<file path="src/rtl/priv_reg_pkg.sv">
package priv_reg_pkg;
  localparam logic [7:0] OP_WRITE = 8'hDA;
  localparam logic [7:0] OP_READ  = 8'hDB;

  localparam int SP_CNT   = 5;   // numbers 0..4
  localparam int BL_BASE  = 8;   // numbers 8..13
  localparam int BL_CNT   = 6;
  localparam int GEN_CNT  = SP_CNT + BL_CNT;
  localparam int GEN_IDXW = $clog2(GEN_CNT);

  localparam int RN_LEVEL   = 18;
  localparam int RN_SWREQ   = 20;
  localparam int RN_SWSUM   = 21;
  localparam int RN_MAPON   = 56;
  localparam int RN_INVALL  = 57;
  localparam int RN_INVONE  = 58;
  localparam int RN_MACHID  = 62;

  typedef struct packed {
    logic                genHit;
    logic [GEN_IDXW-1:0] genIdx;
    logic                wrGen;
    logic                wrLevel;
    logic                wrSum;
    logic                setSw;
    logic                wrMap;
  } dpStrobe_t;
endpackage

</file>
<file path="src/rtl/priv_reg_dp.sv">
module priv_reg_dp
  import priv_reg_pkg::*;
#(
  parameter int DATA_W = 32,
  parameter int NUM_W = 6,
  parameter logic [DATA_W-1:0] SID_VALUE = 32'h0A00_0001,
  parameter int LEVEL_W = 5,
  parameter int SUM_W = 16
) (
  input  logic              clk,
  input  logic              rstN,
  input  dpStrobe_t         strobe,
  input  logic [NUM_W-1:0]  regNum,
  input  logic [DATA_W-1:0] wrData,
  output logic [DATA_W-1:0] rdValue
);
  localparam int LVL_W = $clog2(SUM_W);

  logic [DATA_W-1:0]  genReg [GEN_CNT];
  logic [LEVEL_W-1:0] levelReg;
  logic [SUM_W-1:0]   sumReg;
  logic               mapReg;
  logic [LVL_W-1:0]   swLevel;

  assign swLevel = wrData[LVL_W-1:0];

  for (genvar g = 0; g < GEN_CNT; g++) begin : gen_store
    always_ff @(posedge clk or negedge rstN) begin
      if (!rstN) genReg[g] <= '0;
      else if (strobe.wrGen && strobe.genIdx == GEN_IDXW'(g)) genReg[g] <= wrData;
    end
  end

  always_ff @(posedge clk or negedge rstN) begin
    if (!rstN) begin
      levelReg <= '0;
      sumReg   <= '0;
      mapReg   <= 1'b0;
    end else begin
      if (strobe.wrLevel) levelReg <= wrData[LEVEL_W-1:0];
      if (strobe.wrSum) sumReg <= {wrData[SUM_W-1:1], 1'b0};
      else if (strobe.setSw && swLevel != '0) sumReg[swLevel] <= 1'b1;
      if (strobe.wrMap) mapReg <= wrData[0];
    end
  end

  always_comb begin
    rdValue = '0;
    if (strobe.genHit) rdValue = genReg[strobe.genIdx];
    else begin
      case (regNum)
        NUM_W'(RN_LEVEL):  rdValue = DATA_W'(levelReg);
        NUM_W'(RN_SWSUM):  rdValue = DATA_W'(sumReg);
        NUM_W'(RN_MAPON):  rdValue = DATA_W'(mapReg);
        NUM_W'(RN_MACHID): rdValue = SID_VALUE;
        default:           rdValue = '0;
      endcase
    end
  end

  // the level only moves on its own write strobe
  p_level_hold_r7: assert property (@(posedge clk) disable iff (!rstN)
    !strobe.wrLevel |=> $stable(levelReg));
  // summary bit 0 never set
  p_sum_bit0_r8: assert property (@(posedge clk) disable iff (!rstN)
    sumReg[0] == 1'b0);
  // enable holds without its strobe
  p_map_hold_r12: assert property (@(posedge clk) disable iff (!rstN)
    !strobe.wrMap |=> $stable(mapReg));
endmodule

</file>
<file path="src/rtl/priv_reg_ctrl.sv">
module priv_reg_ctrl
  import priv_reg_pkg::*;
#(
  parameter int DATA_W = 32,
  parameter int NUM_W = 6
) (
  input  logic              clk,
  input  logic              rstN,
  input  logic              reqValid,
  input  logic [7:0]        reqOp,
  input  logic [1:0]        curMode,
  input  logic [NUM_W-1:0]  regNum,
  input  logic [DATA_W-1:0] wrData,
  input  logic [3:0]        ccIn,
  input  logic [DATA_W-1:0] rdValue,
  output dpStrobe_t         strobe,
  output logic              respValid,
  output logic [DATA_W-1:0] rdData,
  output logic [3:0]        ccOut,
  output logic              faultPriv,
  output logic              faultOperand,
  output logic              tbInvAll,
  output logic              tbInvSingle
);
  logic isWr, isRd, isOp, kernel, isSp, isBl, rdOk, wrOk, allowed, good;
  logic [NUM_W-1:0]  genIdxFull;
  logic [DATA_W-1:0] xferVal;
  logic [3:0]        newCc;

  assign isWr   = reqValid && reqOp == OP_WRITE;
  assign isRd   = reqValid && reqOp == OP_READ;
  assign isOp   = isWr || isRd;
  assign kernel = curMode == 2'd0;
  assign isSp   = regNum < NUM_W'(SP_CNT);
  assign isBl   = regNum >= NUM_W'(BL_BASE) && regNum < NUM_W'(BL_BASE + BL_CNT);

  always_comb begin
    rdOk = isSp || isBl;
    wrOk = isSp || isBl;
    case (regNum)
      NUM_W'(RN_LEVEL), NUM_W'(RN_SWSUM), NUM_W'(RN_MAPON): begin
        rdOk = 1'b1; wrOk = 1'b1;
      end
      NUM_W'(RN_SWREQ), NUM_W'(RN_INVALL), NUM_W'(RN_INVONE): wrOk = 1'b1;
      NUM_W'(RN_MACHID): rdOk = 1'b1;
      default: ;
    endcase
  end

  assign allowed    = isWr ? wrOk : rdOk;
  assign good       = isOp && kernel && allowed;
  assign genIdxFull = isSp ? regNum : regNum - NUM_W'(BL_BASE - SP_CNT);

  always_comb begin
    strobe         = '0;
    strobe.genHit  = isSp || isBl;
    strobe.genIdx  = genIdxFull[GEN_IDXW-1:0];
    strobe.wrGen   = good && isWr && (isSp || isBl);
    strobe.wrLevel = good && isWr && regNum == NUM_W'(RN_LEVEL);
    strobe.wrSum   = good && isWr && regNum == NUM_W'(RN_SWSUM);
    strobe.setSw   = good && isWr && regNum == NUM_W'(RN_SWREQ);
    strobe.wrMap   = good && isWr && regNum == NUM_W'(RN_MAPON);
  end

  assign xferVal = isWr ? wrData : rdValue;
  assign newCc   = {xferVal[DATA_W-1], xferVal == '0, 1'b0, ccIn[0]};

  always_ff @(posedge clk or negedge rstN) begin
    if (!rstN) begin
      respValid    <= 1'b0;
      rdData       <= '0;
      ccOut        <= '0;
      faultPriv    <= 1'b0;
      faultOperand <= 1'b0;
      tbInvAll     <= 1'b0;
      tbInvSingle  <= 1'b0;
    end else begin
      respValid    <= isOp;
      faultPriv    <= isOp && !kernel;
      faultOperand <= isOp && kernel && !allowed;
      rdData       <= (good && isRd) ? rdValue : '0;
      if (isOp) ccOut <= good ? newCc : ccIn;
      tbInvAll     <= good && isWr && regNum == NUM_W'(RN_INVALL);
      tbInvSingle  <= good && isWr && regNum == NUM_W'(RN_INVONE);
    end
  end

  // outside kernel mode only the privilege fault follows
  p_mode_fault_r1: assert property (@(posedge clk) disable iff (!rstN)
    (isOp && !kernel) |=> (respValid && faultPriv && !faultOperand));
  // the two faults never coincide
  p_fault_excl_r2: assert property (@(posedge clk) disable iff (!rstN)
    !(faultPriv && faultOperand));
  // V is clear after any successful transfer
  p_v_clear_r4: assert property (@(posedge clk) disable iff (!rstN)
    (respValid && !faultPriv && !faultOperand) |-> !ccOut[1]);
  // a privilege fault passes the incoming codes through
  p_cc_hold_r5: assert property (@(posedge clk) disable iff (!rstN)
    (isOp && !kernel) |=> (ccOut == $past(ccIn) && rdData == '0));
  // strobes only on a successful response
  p_strobe_ok_r9: assert property (@(posedge clk) disable iff (!rstN)
    (tbInvAll || tbInvSingle) |-> (respValid && !faultPriv && !faultOperand));
  // unknown opcodes give no response
  p_ignore_r11: assert property (@(posedge clk) disable iff (!rstN)
    (reqValid && !isOp) |=> !respValid);
endmodule

</file>
<file path="src/rtl/priv_reg_unit.sv">
module priv_reg_unit
  import priv_reg_pkg::*;
#(
  parameter int DATA_W = 32,
  parameter int NUM_W = 6,
  parameter logic [DATA_W-1:0] SID_VALUE = 32'h0A00_0001
) (
  input  logic              clk,
  input  logic              rstN,
  input  logic              reqValid,
  input  logic [7:0]        reqOp,
  input  logic [1:0]        curMode,
  input  logic [NUM_W-1:0]  regNum,
  input  logic [DATA_W-1:0] wrData,
  input  logic [3:0]        ccIn,
  output logic              respValid,
  output logic [DATA_W-1:0] rdData,
  output logic [3:0]        ccOut,
  output logic              faultPriv,
  output logic              faultOperand,
  output logic              tbInvAll,
  output logic              tbInvSingle
);
  dpStrobe_t         strobe;
  logic [DATA_W-1:0] rdValue;

  priv_reg_ctrl #(.DATA_W(DATA_W), .NUM_W(NUM_W)) u_ctrl (
    .clk(clk), .rstN(rstN), .reqValid(reqValid), .reqOp(reqOp),
    .curMode(curMode), .regNum(regNum), .wrData(wrData), .ccIn(ccIn),
    .rdValue(rdValue), .strobe(strobe), .respValid(respValid),
    .rdData(rdData), .ccOut(ccOut), .faultPriv(faultPriv),
    .faultOperand(faultOperand), .tbInvAll(tbInvAll), .tbInvSingle(tbInvSingle)
  );

  priv_reg_dp #(.DATA_W(DATA_W), .NUM_W(NUM_W), .SID_VALUE(SID_VALUE)) u_dp (
    .clk(clk), .rstN(rstN), .strobe(strobe), .regNum(regNum),
    .wrData(wrData), .rdValue(rdValue)
  );
endmodule

</file>
<file path="config.mk">
export PLATFORM = sky130hd
export DESIGN_NAME = priv_reg_unit
export DESIGN_NICKNAME = d
export VERILOG_FILES = /design/src/rtl/priv_reg_pkg.sv /design/src/rtl/priv_reg_dp.sv /design/src/rtl/priv_reg_ctrl.sv /design/src/rtl/priv_reg_unit.sv
export SDC_FILE = /design/constraint.sdc
export NUM_CORES = 1
export LEC_CHECK = 0
export ABC_CLOCK_PERIOD_IN_PS = 2300
export BUFFER_PORTS_ARGS = -buffer_cell sky130_fd_sc_hd__buf_2
export CAP_MARGIN = 0
export CORE_MARGIN = 4
export CORE_UTILIZATION = 40
export DETAILED_ROUTE_END_ITERATION = 8
export PLACE_DENSITY_LB_ADDON = 0.25
export SETUP_SLACK_MARGIN = 0.5
export SLEW_MARGIN = 0
export SYNTH_ARGS = -nofsm -noshare
export SYNTH_HDL_FRONTEND = slang
export SYNTH_SLANG_ARGS = --single-unit
</file>
<file path="constraint.sdc">
create_clock -name clk -period 2.3 [get_ports clk]
set_clock_uncertainty 0.05 [all_clocks]
set_input_delay 0.23 -clock clk [delete_from_list [all_inputs] [get_ports clk]]
set_output_delay 0.23 -clock clk [all_outputs]
set_load 0.05 [all_outputs]
</file>
==> metrics.txt <==
first drt pass iteration count=8; post-route ant nets=0; Post-Syn Area=~22000 um2; worst endpoint required time=between 2 and 3 ns; CTS clk-pin slew, worst paths=~0.06 ns; relative slew slack=36.5%; gr ovfl total=0; core area=roughly 54000 um2; Synth top cells by count=dfrtp_1 (415), mux2_2 (376), mux2i_1 (114); slew of the pin with the lowest slew margin=roughly 0.94 ns; Synth cell types=96; top cell type's share of synthesized area=around 48%; Synth Area per Inst=~12 um2; cell row count=85; Routed wire per std cell=between 20 and 30 um; routability cong.=between 0.9 and 1; largest net degree at the start of global routing=75; CTS Buf Count=47; ys async rst share=100%; WP data arrival=around 3 ns; layout cells sized above 1=a little over half; wire length of the first global-routing pass=roughly 120000 um; Max Clock Freq=around 0.39 GHz; Nets=2268; vias in the first global route=18700; drc violations=0; Net Count, Synth=roughly 1800; htree depth=2; I/O pin count=96; P_leak=about 15 nW; cell count after synthesis=approximately 1800; Total Routing Usage GR=between 20% and 30%; #FFs+latches synth=415; Max VDD drop=around 0.5 mV; max cap viols=0; total wire length=about 84000 um; outcome=finished, violations left; count leader, synth=dfrtp_1; Util after Layout=a little under three fifths; Worst Slack Setup Final=-0.287 ns; final setup vio count=a little over 400; Post-synth EDFFs=0; latest clock arrival within the worst-skew pair=slightly above 0.6 ns; final hold violations=0; post-synth top area cell=dfrtp_1; top cells by area, synth=dfrtp_1 (48%), mux2_2 (19%), mux4_2 (5.4%); RSZ-0062 raised after global routing=yes; Fin Hold WS=~0.038 ns; WS Path Type=in2reg; clk root buf=clkbuf_16; clock sinks=around 420; die height=241 um; CTS tree=done; Final Max Slew Viols=0; Setup TNS=-79.29 ns; initial core utilization=40.4%; element type at the critical path end=register; average via count per standard cell=6.13; Placement Setup Slack=-1.23 ns; Synth-to-Final Area Change=41.3%; register area share after synthesis=a little under half; failing checks=setup timing; crit path max fanout=9; DIE AREA=~58000 um2; clock buffer depth=3; total number of vias=between 15000 and 20000; input/output buffers=95; Initial DRC Count=just under 2000; DPL Wire Length=roughly 53000 um; synth warn=0; Final Critical Period=2.59 ns; P per Cell Area=567 nW/um2; crit share post-route=112%; initial antenna violation count=2; crit start category=input port; Worst Hold Class=in2reg; Post-synth top flop=dfrtp_1; Die Wd=between 200 and 250 um
worst max-delay path, stage by stage:
cell,delay (ns)
buf_6,0.10
buf_6,0.12
buf_12,0.13
nor2b_4,0.13
and3_4,0.18
a211o_1,0.30
a2111oi_4,0.42
clkbuf_16,0.22
nand3b_4,0.13
or2_4,0.17
buf_12,0.11
nor2_4,0.04
nand2_4,0.13
buf_6,0.14
buf_16,0.14
mux2_2,0.33
logic make-up after synthesis:
group	after synthesis	share of synthesized area, %
AOI/OAI and AO/OA	293	10.0
adders and majority gates	5	0.287
buffers and inverters	177	4.01
DFF	415	47.6
muxes	543	30.1
and+or+nand+nor	319	7.94
where the power goes:
| part | switching, mW | internal (mW) | leakage [nW] |
|---|---|---|---|
| combinational | 1.27 | 0.912 | 8.61 |
| sequential | 0.00487 | 7.31 | 5.80 |
| clock | 3.22 | 4.74 | 0.782 |
| total | 4.49 | 13.0 | 15.2 |
registers in the layout, indices dropped and copies added (netlist names):
register and flops:
u_ctrl.ccOut 4, u_ctrl.faultPriv 1, u_dp.sumReg 16, u_ctrl.rdData 32, u_dp.levelReg 5, u_ctrl.faultOperand 1
u_ctrl.respValid 1, u_dp.mapReg 1, u_ctrl.tbInvAll 1, u_ctrl.tbInvSingle 1, u_dp.genReg 352
through the flow:
| step | cell area [um2] | power, mW | instances |
|---|---|---|---|
| global route | 30800 | 18.0 | 2940 |
| floorplan | 22200 | 8.26 | 1752 |
| CTS | 30500 | 17.5 | 2928 |
| global placement | 25600 | 9.22 | 2711 |
| detailed placement | 25600 | 9.23 | 2711 |
| finish | 30800 | 17.5 | 2940 |
cell usage in the layout (no fill, tap or decap), types with 7 or more instances in the layout:
| cell type | synthesis | layout |
|---|---|---|
| mux2i_1 | 114 | 112 |
| buf_6 | 9 | 71 |
| and3_1 | 23 | 19 |
| a211oi_1 | 18 | 12 |
| nand2b_1 | 9 | 8 |
| mux2_2 | 376 | 198 |
| nor2b_1 | 10 | 7 |
| a31oi_1 | 14 | 11 |
| mux4_2 | 52 | 53 |
| o2bb2ai_1 | 9 | 8 |
| nor3_1 | 15 | 10 |
| dfrtp_1 | 415 | 415 |
| a221oi_1 | 26 | 18 |
| clkbuf_8 | 0 | 9 |
| buf_4 | 14 | 290 |
| dlygate4sd3_1 | 0 | 15 |
| nand3_1 | 33 | 26 |
| clkbuf_16 | 0 | 51 |
| o21ai_1 | 2 | 18 |
| clkbuf_1 | 62 | 12 |
| nor4_1 | 12 | 11 |
| a21oi_1 | 41 | 30 |
| buf_16 | 0 | 17 |
| nand2_1 | 77 | 66 |
| a21oi_2 | 0 | 9 |
| nor2_4 | 0 | 8 |
| o21ai_0 | 48 | 30 |
| nor2_1 | 68 | 59 |
| a21boi_0 | 9 | 8 |
| buf_8 | 0 | 13 |
| buf_2 | 72 | 89 |
| buf_12 | 0 | 68 |
| nand2_4 | 1 | 7 |
| nand4_1 | 19 | 19 |
| a32oi_1 | 11 | 11 |
| mux2_4 | 0 | 178 |
metal layers:
metal  track usage [%]  wire, um
met1              40.4     36000
met2              43.3     37300
met3              5.01      6500
met4              11.0      4080
met5                 0         0
layout make-up:
cell class,instances,area [um2]
inverter,12,58.8
timing repair buffer,572,5860
clock inverter,16,255
antenna,1,2.50
clock buffer,68,1350
fill,4276,23100
multi-input combinational,1160,12000
sequential,415,10400
tap,696,871
path summary, 6_finish.rpt:
kind | from | to | slack, ns | depth (start not counted)
worst min register to register | u_ctrl.ccOut[1] | u_ctrl.ccOut[1] | 0.44 | 2
worst max register to register | u_dp.genReg[134] | u_ctrl.ccOut[2] | -0.19 | 10
min in group asynchronous | rstN | u_dp.genReg[325] | 0.10 | 2
worst max-delay path | regNum[4] | u_dp.genReg[18] | -0.29 | 16
worst min-delay path | wrData[19] | u_dp.genReg[51] | 0.04 | 3
max in group asynchronous | rstN | u_dp.genReg[277] | 1.31 | 3
timing repair:
item                                   CTS  global route
setup endpoints to repair              411           411
cloned                                  19             4
hold buffers                            15             0
resized for setup                      448            29
setup buffers                           99             7
endpoints found under the hold margin  365             0
pin swaps                               76            14
No activity file was read; power rests on OpenSTA's default activity.
